===== src/rtl/owm_pkg.sv =====
package owm_pkg;
  typedef enum logic [1:0] {
    OP_RESET = 2'd0,
    OP_WRITE = 2'd1,
    OP_READ  = 2'd2,
    OP_NONE  = 2'd3
  } owm_op_e;

  typedef enum logic {
    ST_IDLE = 1'b0,
    ST_RUN  = 1'b1
  } owm_st_e;
endpackage


===== src/rtl/owm_sync.sv =====
module owm_sync #(
  parameter int STAGES = 2,
  parameter bit RST_VAL = 1'b1
) (
  input  logic clk,
  input  logic rst_n,
  input  logic d,
  output logic q
);
  logic [STAGES-1:0] chain_q;
  logic [STAGES-1:0] chain_d;

  always_comb begin
    chain_d = {chain_q[STAGES-2:0], d};
  end

  always_ff @(posedge clk or negedge rst_n) begin
    if (!rst_n) chain_q <= {STAGES{RST_VAL}};
    else        chain_q <= chain_d;
  end

  assign q = chain_q[STAGES-1];
endmodule


===== src/rtl/owm_slot_timer.sv =====
module owm_slot_timer #(
  parameter int CNT_W = 10
) (
  input  logic             clk,
  input  logic             rst_n,
  input  logic             tick,
  input  logic             slot_go,
  input  logic [CNT_W-1:0] len_in,
  input  logic [CNT_W-1:0] low_in,
  input  logic             line_s,
  output logic             drive_low,
  output logic             slot_end,
  output logic [CNT_W-1:0] cap
);
  logic             active_q, active_d;
  logic [CNT_W-1:0] cnt_q, cnt_d;
  logic [CNT_W-1:0] len_q, len_d;
  logic [CNT_W-1:0] low_q, low_d;
  logic [CNT_W-1:0] cap_q, cap_d;
  logic             got_q, got_d;
  logic             prev_q;
  logic             rise;
  logic             last_tick;

  assign rise      = line_s & ~prev_q;
  assign last_tick = active_q & tick & (cnt_q == len_q - 1'b1);

  always_comb begin
    active_d = active_q;
    cnt_d    = cnt_q;
    len_d    = len_q;
    low_d    = low_q;
    cap_d    = cap_q;
    got_d    = got_q;
    if (slot_go) begin
      active_d = 1'b1;
      cnt_d    = '0;
      len_d    = len_in;
      low_d    = low_in;
      cap_d    = len_in;
      got_d    = 1'b0;
    end else if (active_q) begin
      if (rise && !got_q && (cnt_q >= low_q)) begin
        cap_d = cnt_q;
        got_d = 1'b1;
      end
      if (tick) begin
        if (last_tick) active_d = 1'b0;
        else           cnt_d    = cnt_q + 1'b1;
      end
    end
  end

  always_ff @(posedge clk or negedge rst_n) begin
    if (!rst_n) begin
      active_q <= 1'b0;
      cnt_q    <= '0;
      len_q    <= '0;
      low_q    <= '0;
      cap_q    <= '0;
      got_q    <= 1'b0;
      prev_q   <= 1'b1;
    end else begin
      active_q <= active_d;
      cnt_q    <= cnt_d;
      len_q    <= len_d;
      low_q    <= low_d;
      cap_q    <= cap_d;
      got_q    <= got_d;
      prev_q   <= line_s;
    end
  end

  assign drive_low = active_q && (cnt_q < low_q);
  assign slot_end  = last_tick;
  assign cap       = cap_q;


  cnt_in_slot_chk: assert property (@(posedge clk) disable iff (!rst_n)
    active_q |-> (cnt_q < len_q));


  first_edge_hold_chk: assert property (@(posedge clk) disable iff (!rst_n)
    (got_q && !slot_go) |=> $stable(cap_q));
endmodule


===== src/rtl/owm_byte_buf.sv =====
module owm_byte_buf #(
  parameter int DEPTH = 10,
  parameter int IDX_W = 4
) (
  input  logic             clk,
  input  logic             rst_n,
  input  logic             host_we,
  input  logic [IDX_W-1:0] host_widx,
  input  logic [7:0]       host_wdata,
  input  logic             eng_we,
  input  logic [IDX_W-1:0] eng_widx,
  input  logic [7:0]       eng_wdata,
  input  logic [IDX_W-1:0] host_ridx,
  output logic [7:0]       host_rdata,
  input  logic [IDX_W-1:0] eng_ridx,
  output logic [7:0]       eng_rdata
);
  logic [7:0] mem_q [DEPTH];

  for (genvar e = 0; e < DEPTH; e++) begin : g_ent
    logic       sel_eng, sel_host;
    logic [7:0] ent_d;
    assign sel_eng  = eng_we  && (eng_widx  == IDX_W'(e));
    assign sel_host = host_we && (host_widx == IDX_W'(e));
    always_comb begin
      ent_d = mem_q[e];
      if (sel_eng)       ent_d = eng_wdata;
      else if (sel_host) ent_d = host_wdata;
    end
    always_ff @(posedge clk or negedge rst_n) begin
      if (!rst_n) mem_q[e] <= '0;
      else        mem_q[e] <= ent_d;
    end
  end

  assign host_rdata = (int'(host_ridx) < DEPTH) ? mem_q[host_ridx] : 8'h00;
  assign eng_rdata  = (int'(eng_ridx)  < DEPTH) ? mem_q[eng_ridx]  : 8'h00;
endmodule


===== src/rtl/owm_engine.sv =====
module owm_engine
  import owm_pkg::*;
#(
  parameter int RST_SLOT   = 1000,
  parameter int RST_LOW    = 500,
  parameter int PRES_MIN   = 550,
  parameter int BIT_SLOT   = 70,
  parameter int W0_LOW     = 60,
  parameter int W1_LOW     = 6,
  parameter int RD_LOW     = 2,
  parameter int RD_THRESH  = 12,
  parameter int MAX_BYTES  = 10,
  parameter int LEN_W      = 4,
  parameter int IDX_W      = 4
) (
  input  logic             clk,
  input  logic             rst_n,
  input  logic             tick_us,
  input  logic [1:0]       cmd_op,
  input  logic [LEN_W-1:0] cmd_len,
  input  logic             cmd_start,
  output logic             busy,
  output logic             done,
  output logic             presence,
  input  logic             buf_wr_en,
  input  logic [IDX_W-1:0] buf_wr_idx,
  input  logic [7:0]       buf_wr_data,
  input  logic [IDX_W-1:0] buf_rd_idx,
  output logic [7:0]       buf_rd_data,
  output logic             line_drive_low,
  input  logic             line_in
);
  localparam int CNT_W = $clog2(RST_SLOT + 1);

  owm_st_e          st_q, st_d;
  owm_op_e          op_q, op_d;
  logic [IDX_W-1:0] idx_q, idx_d;
  logic [2:0]       bit_q, bit_d;
  logic [7:0]       sh_q, sh_d;
  logic             done_q, done_d;
  logic             pres_q, pres_d;

  logic             line_s;
  logic             slot_go, slot_end;
  logic [CNT_W-1:0] slot_len, slot_low, cap;
  logic             accept;
  logic [LEN_W-1:0] len_cl;
  logic [IDX_W-1:0] first_idx, eng_ridx, eng_widx;
  logic [7:0]       eng_rdata, eng_wdata, rx_byte;
  logic             eng_we, rx_bit;

  owm_sync #(.STAGES(2), .RST_VAL(1'b1)) u_sync (
    .clk(clk), .rst_n(rst_n), .d(line_in), .q(line_s)
  );

  owm_slot_timer #(.CNT_W(CNT_W)) u_timer (
    .clk(clk), .rst_n(rst_n), .tick(tick_us), .slot_go(slot_go),
    .len_in(slot_len), .low_in(slot_low), .line_s(line_s),
    .drive_low(line_drive_low), .slot_end(slot_end), .cap(cap)
  );

  owm_byte_buf #(.DEPTH(MAX_BYTES), .IDX_W(IDX_W)) u_buf (
    .clk(clk), .rst_n(rst_n),
    .host_we(buf_wr_en && (st_q == ST_IDLE)), .host_widx(buf_wr_idx),
    .host_wdata(buf_wr_data),
    .eng_we(eng_we), .eng_widx(eng_widx), .eng_wdata(eng_wdata),
    .host_ridx(buf_rd_idx), .host_rdata(buf_rd_data),
    .eng_ridx(eng_ridx), .eng_rdata(eng_rdata)
  );

  always_comb begin
    if (cmd_len == '0)                        len_cl = LEN_W'(1);
    else if (cmd_len > LEN_W'(MAX_BYTES))     len_cl = LEN_W'(MAX_BYTES);
    else                                      len_cl = cmd_len;
  end

  assign accept    = cmd_start && (st_q == ST_IDLE) && (owm_op_e'(cmd_op) != OP_NONE);
  assign first_idx = IDX_W'(len_cl - 1'b1);
  assign eng_ridx  = accept ? first_idx : (idx_q - 1'b1);
  assign rx_bit    = (cap < CNT_W'(RD_THRESH));
  assign rx_byte   = {rx_bit, sh_q[7:1]};

  always_comb begin
    st_d      = st_q;
    op_d      = op_q;
    idx_d     = idx_q;
    bit_d     = bit_q;
    sh_d      = sh_q;
    done_d    = 1'b0;
    pres_d    = pres_q;
    slot_go   = 1'b0;
    slot_len  = CNT_W'(BIT_SLOT);
    slot_low  = CNT_W'(RD_LOW);
    eng_we    = 1'b0;
    eng_widx  = idx_q;
    eng_wdata = rx_byte;
    if (st_q == ST_IDLE) begin
      if (accept) begin
        st_d    = ST_RUN;
        op_d    = owm_op_e'(cmd_op);
        idx_d   = first_idx;
        bit_d   = '0;
        slot_go = 1'b1;
        case (owm_op_e'(cmd_op))
          OP_RESET: begin
            slot_len = CNT_W'(RST_SLOT);
            slot_low = CNT_W'(RST_LOW);
          end
          OP_WRITE: begin
            sh_d     = eng_rdata;
            slot_low = eng_rdata[0] ? CNT_W'(W1_LOW) : CNT_W'(W0_LOW);
          end
          default: begin
            sh_d     = '0;
          end
        endcase
      end
    end else if (slot_end) begin
      case (op_q)
        OP_RESET: begin
          pres_d = (cap > CNT_W'(PRES_MIN));
          st_d   = ST_IDLE;
          done_d = 1'b1;
        end
        OP_WRITE: begin
          if (bit_q == 3'd7) begin
            if (idx_q == '0) begin
              st_d   = ST_IDLE;
              done_d = 1'b1;
            end else begin
              idx_d    = idx_q - 1'b1;
              sh_d     = eng_rdata;
              bit_d    = '0;
              slot_go  = 1'b1;
              slot_low = eng_rdata[0] ? CNT_W'(W1_LOW) : CNT_W'(W0_LOW);
            end
          end else begin
            sh_d     = {1'b0, sh_q[7:1]};
            bit_d    = bit_q + 1'b1;
            slot_go  = 1'b1;
            slot_low = sh_q[1] ? CNT_W'(W1_LOW) : CNT_W'(W0_LOW);
          end
        end
        default: begin
          sh_d = rx_byte;
          if (bit_q == 3'd7) begin
            eng_we = 1'b1;
            if (idx_q == '0) begin
              st_d   = ST_IDLE;
              done_d = 1'b1;
            end else begin
              idx_d   = idx_q - 1'b1;
              bit_d   = '0;
              slot_go = 1'b1;
            end
          end else begin
            bit_d   = bit_q + 1'b1;
            slot_go = 1'b1;
          end
        end
      endcase
    end
  end

  always_ff @(posedge clk or negedge rst_n) begin
    if (!rst_n) begin
      st_q   <= ST_IDLE;
      op_q   <= OP_RESET;
      idx_q  <= '0;
      bit_q  <= '0;
      sh_q   <= '0;
      done_q <= 1'b0;
      pres_q <= 1'b0;
    end else begin
      st_q   <= st_d;
      op_q   <= op_d;
      idx_q  <= idx_d;
      bit_q  <= bit_d;
      sh_q   <= sh_d;
      done_q <= done_d;
      pres_q <= pres_d;
    end
  end

  assign busy     = (st_q == ST_RUN);
  assign done     = done_q;
  assign presence = pres_q;


  done_at_fall_chk: assert property (@(posedge clk) disable iff (!rst_n)
    done_q |-> (!busy && $past(busy)));


  drive_needs_busy_chk: assert property (@(posedge clk) disable iff (!rst_n)
    line_drive_low |-> busy);


  start_while_busy_chk: assert property (@(posedge clk) disable iff (!rst_n)
    (busy && cmd_start) |=> $stable(op_q));


  presence_on_done_chk: assert property (@(posedge clk) disable iff (!rst_n)
    (pres_q != $past(pres_q)) |-> done_q);
endmodule


===== config.mk =====
export PLATFORM = sky130hd
export DESIGN_NAME = owm_engine
export DESIGN_NICKNAME = d
export VERILOG_FILES = /design/src/rtl/owm_pkg.sv /design/src/rtl/owm_sync.sv /design/src/rtl/owm_slot_timer.sv /design/src/rtl/owm_byte_buf.sv /design/src/rtl/owm_engine.sv
export SDC_FILE = /design/constraint.sdc
export NUM_CORES = 1
export LEC_CHECK = 0
export BUFFER_PORTS_ARGS = -buffer_cell sky130_fd_sc_hd__buf_2
export CAP_MARGIN = 5
export CORE_MARGIN = 4
export CORE_UTILIZATION = 40
export DETAILED_ROUTE_END_ITERATION = 10
export GPL_ROUTABILITY_DRIVEN = 0
export HOLD_SLACK_MARGIN = 0.12
export SLEW_MARGIN = 15
export SYNTH_ARGS = -nofsm -noshare
export SYNTH_HDL_FRONTEND = slang
export SYNTH_SLANG_ARGS = --single-unit
export TNS_END_PERCENT = 20

===== constraint.sdc =====
create_clock -name clk -period 3.9 [get_ports clk]
set_clock_uncertainty 0.15 [all_clocks]
set_input_delay 0.195 -clock clk [delete_from_list [all_inputs] [get_ports clk]]
set_output_delay 0.195 -clock clk [all_outputs]
set_load 0.05 [all_outputs]

==> summary.md <==
| Metric | Value |
|---|---|
| Final wirelength | 24.19 mm |
| Worst skew pair latency | between 0.4 and 0.5 ns |
| Final hold violation count | 0 |
| Period utilization | 0.8156 |
| Async SR Flop Fraction | 1.000 |
| Die area | 22580 um2 |
| WL/cell | 20.69 um |
| Placed cell count | between 1000 and 1500 |
| DRT Pass-1 Iters | 6 |
| GRT Total Usage | 0.2230 |
| Peak supply drop | ~310 uV |
| RSZ-0062 raised after global routing | false |
| Crit path max fanout | 12 |
| Fin crit period | 3.181 ns |
| Core area | 19650 um2 |
| Largest net degree at the start of global routing | 103 |
| Critical Path Source Type | flop |
| Starting density of the core | 0.4119 |
| Setup Buffers After CTS | 0 |
| Cells after Synth | between 800 and 900 |
| Initial antenna violation count | 0 |
| Ant. Diodes | 0 |
| Hold WS | between 0.2 and 0.25 ns |
| Syn nets | approximately 900 |
| Yosys reg bits | about 130 |
| Area growth, synth to finish | 14.71% |
| Status | complete, no violations |
| Clock sink total | between 100 and 150 |
| Avg Inst Size Synth | 9.524 um2 |
| Pwr per Cell Area | between 600 and 700 nW/um2 |
| Worst Setup Path Type | flop to flop |
| CTS tree | done |
| Top FF cell, synth | dfrtp_1 |
| Placed Instance Area | approximately 8600 um2 |
| Hpwl dp | 17.36 mm |
| Die Wd | approximately 150 um |
| Synth Warn # | 0 |
| CP endpoint kind | flop |
| Port bufs | 39 |
| Seq/Total Area, Yosys | 0.4054 |
| Netlist cell types | 66 |
| First-pass GRT wire length | just under 40 mm |
| Tot Pwr | 5.684 mW |
| Layout cells sized above 1 | 0.1549 |
| Synth Cell Area | 8095 um2 |
| Layout Nets | 940 |
| Cts bufs inserted | 17 |
| Fmax | 314.4 MHz |
| Final setup violation count | 0 |
| Reg clk slew, reported paths | ~0.060 ns |
| DR iter-0 viols | between 800 and 900 |
| Vias in the first global route | 6662 |
| Post-route ant nets | 0 |
| Post-CTS Resized | 0 |
| Vias per cell | between 5 and 6 |
| Max_cap viols | 0 |
| DR DRC count | 0 |
| Total negative setup slack | 0 ns |
| Root Driver | clkbuf_16 |
| Worst-Margin Slew | 0.9688 ns |
| Max H-tree Level | 4 |
| Grt ovf | 0 |
| Worst Path Required | just over 4 ns |
| Clk buf depth | 2 |
| Slew Limit Fails | 0 |
| EDFF count, synth | 0 |
| Row count | roughly 50 |
| I/O pin total | 40 |
| Hold Crit Class | flop to flop |
| Crit path arrival time | 3.33 ns |
| Die Ht | 150.3 um |
| Final instance area | 9286 um2 |
| LEAKAGE | around 4.6 nW |
| Via Count | about 7000 |
| Slew headroom | 0.3541 |
| Final Non-Filler Cells | between 1000 and 1500 |
==> synth_stat cells, types with 12 or more instances <==
cell      number  share of area
mux4_2        18          0.050
mux2i_1       23          0.028
a221oi_1      19          0.021
a22oi_1       32          0.030
inv_1         18         0.0083
dfrtp_1      128           0.40
nand2_1      148          0.069
a21o_1        51          0.047
a21oi_1       59          0.036
nor2_1        61          0.028
clkbuf_1      32          0.015
xor2_1        12          0.013
o21ai_0       26          0.016
ha_1          20          0.031
a22o_1        55          0.060
==> critical path, cell delays in order, from the launching register on <==
cell and delay (ns):
dfrtp_1 0.42, inv_1 0.21, ha_1 0.29, xor2_1 0.13, nand2_1 0.09, or4b_4 0.53, a211oi_2 0.15, buf_4 0.24
and3b_1 0.40, nor2_1 0.23, nand2_1 0.16, nand2_1 0.06
==> final timing paths <==
path	start	to	slack [ns]	cells after the start
min in group asynchronous	rst_n	u_timer.cnt_q[8]	0.29	2
worst min-delay path	u_sync.chain_q[0]	u_sync.chain_q[1]	0.21	0
worst min register to register	u_sync.chain_q[0]	u_sync.chain_q[1]	0.21	0
worst max register to register	u_timer.len_q[8]	u_buf.mem_q[55]	0.72	11
max in group asynchronous	rst_n	u_buf.mem_q[36]	2.35	3
worst max-delay path	u_timer.len_q[8]	u_buf.mem_q[55]	0.72	11
==> logic make-up (layout without fill, tap and decap cells) <==
logic type	after synthesis	after routing	share of synthesized area
xor gates and xnor gates	18	18	0.01947
adders and majority gates	20	20	0.03091
DFF	131	131	0.4054
muxes	51	51	0.09243
buffers and inverters	68	122	0.03539
AOI/OAI and AO/OA	277	277	0.2476
and+or+nand+nor	285	285	0.1688
==> routing by layer <==
metal  GRT usage  part of all wire  up-vias
met5           0                 0        -
met4     0.05124             0.013        0
met3     0.04636             0.070       32
met2      0.3283              0.44      284
met1      0.3368              0.47     3436
li1            -                 -     3233
==> metrics by stage <==
step	util	worst slack [ns]
finish	0.4725	0.7190
global route	0.4725	0.4941
CTS	0.4725	0.7417
detailed placement	0.4351	0.7696
global placement	0.4351	0.8110
floorplan	-	1.048
==> cells in the final DEF, fill, tap and decap left out, drive strengths merged, types with 12 or more instances in the layout <==
cell type / n
nand2: 148
dfrtp: 128
nor2: 73
a21oi: 59
buf: 57
a22o: 55
a21o: 51
a22oi: 32
o21ai: 27
mux2i: 23
ha: 20
inv: 20
clkbuf: 20
a221oi: 19
mux4: 18
dlygate4sd3: 15
xor2: 12
==> sequential cells by signal, summed over array words and instances (netlist names), 2 cells and up <==
register,flops
sh_q,7
u_timer.cap,10
eng_widx,4
u_timer.len_q,3
u_timer.cnt_q,10
u_timer.low_q,4
op_q,2
u_buf.mem_q,80
u_sync.chain_q,2
bit_q,3
==> power breakdown <==
group | internal, mW | total [mW] | switching (mW)
clock | 0.974 | 1.62 | 0.644
sequential | 1.68 | 2.11 | 0.433
combinational | 0.792 | 1.96 | 1.17
total | 3.44 | 5.68 | 2.24
==> final cells by class <==
cell class,count,area [um2]
Tap cell,265,331.6
Sequential cell,131,3282
Timing Repair Buffer,72,486.7
Inverter,19,71.32
Multi-Input combinational cell,651,4531
Fill cell,1955,10370
Clock inverter,11,127.6
Clock buffer,20,456.7
==> what timing repair did <==
item / in CTS / in global routing
endpoints found under the hold margin: 153 / 0
hold buffers: 15 / 0
endpoints found under the setup margin: 0 / 0
No activity file was read; power rests on OpenSTA's default activity.
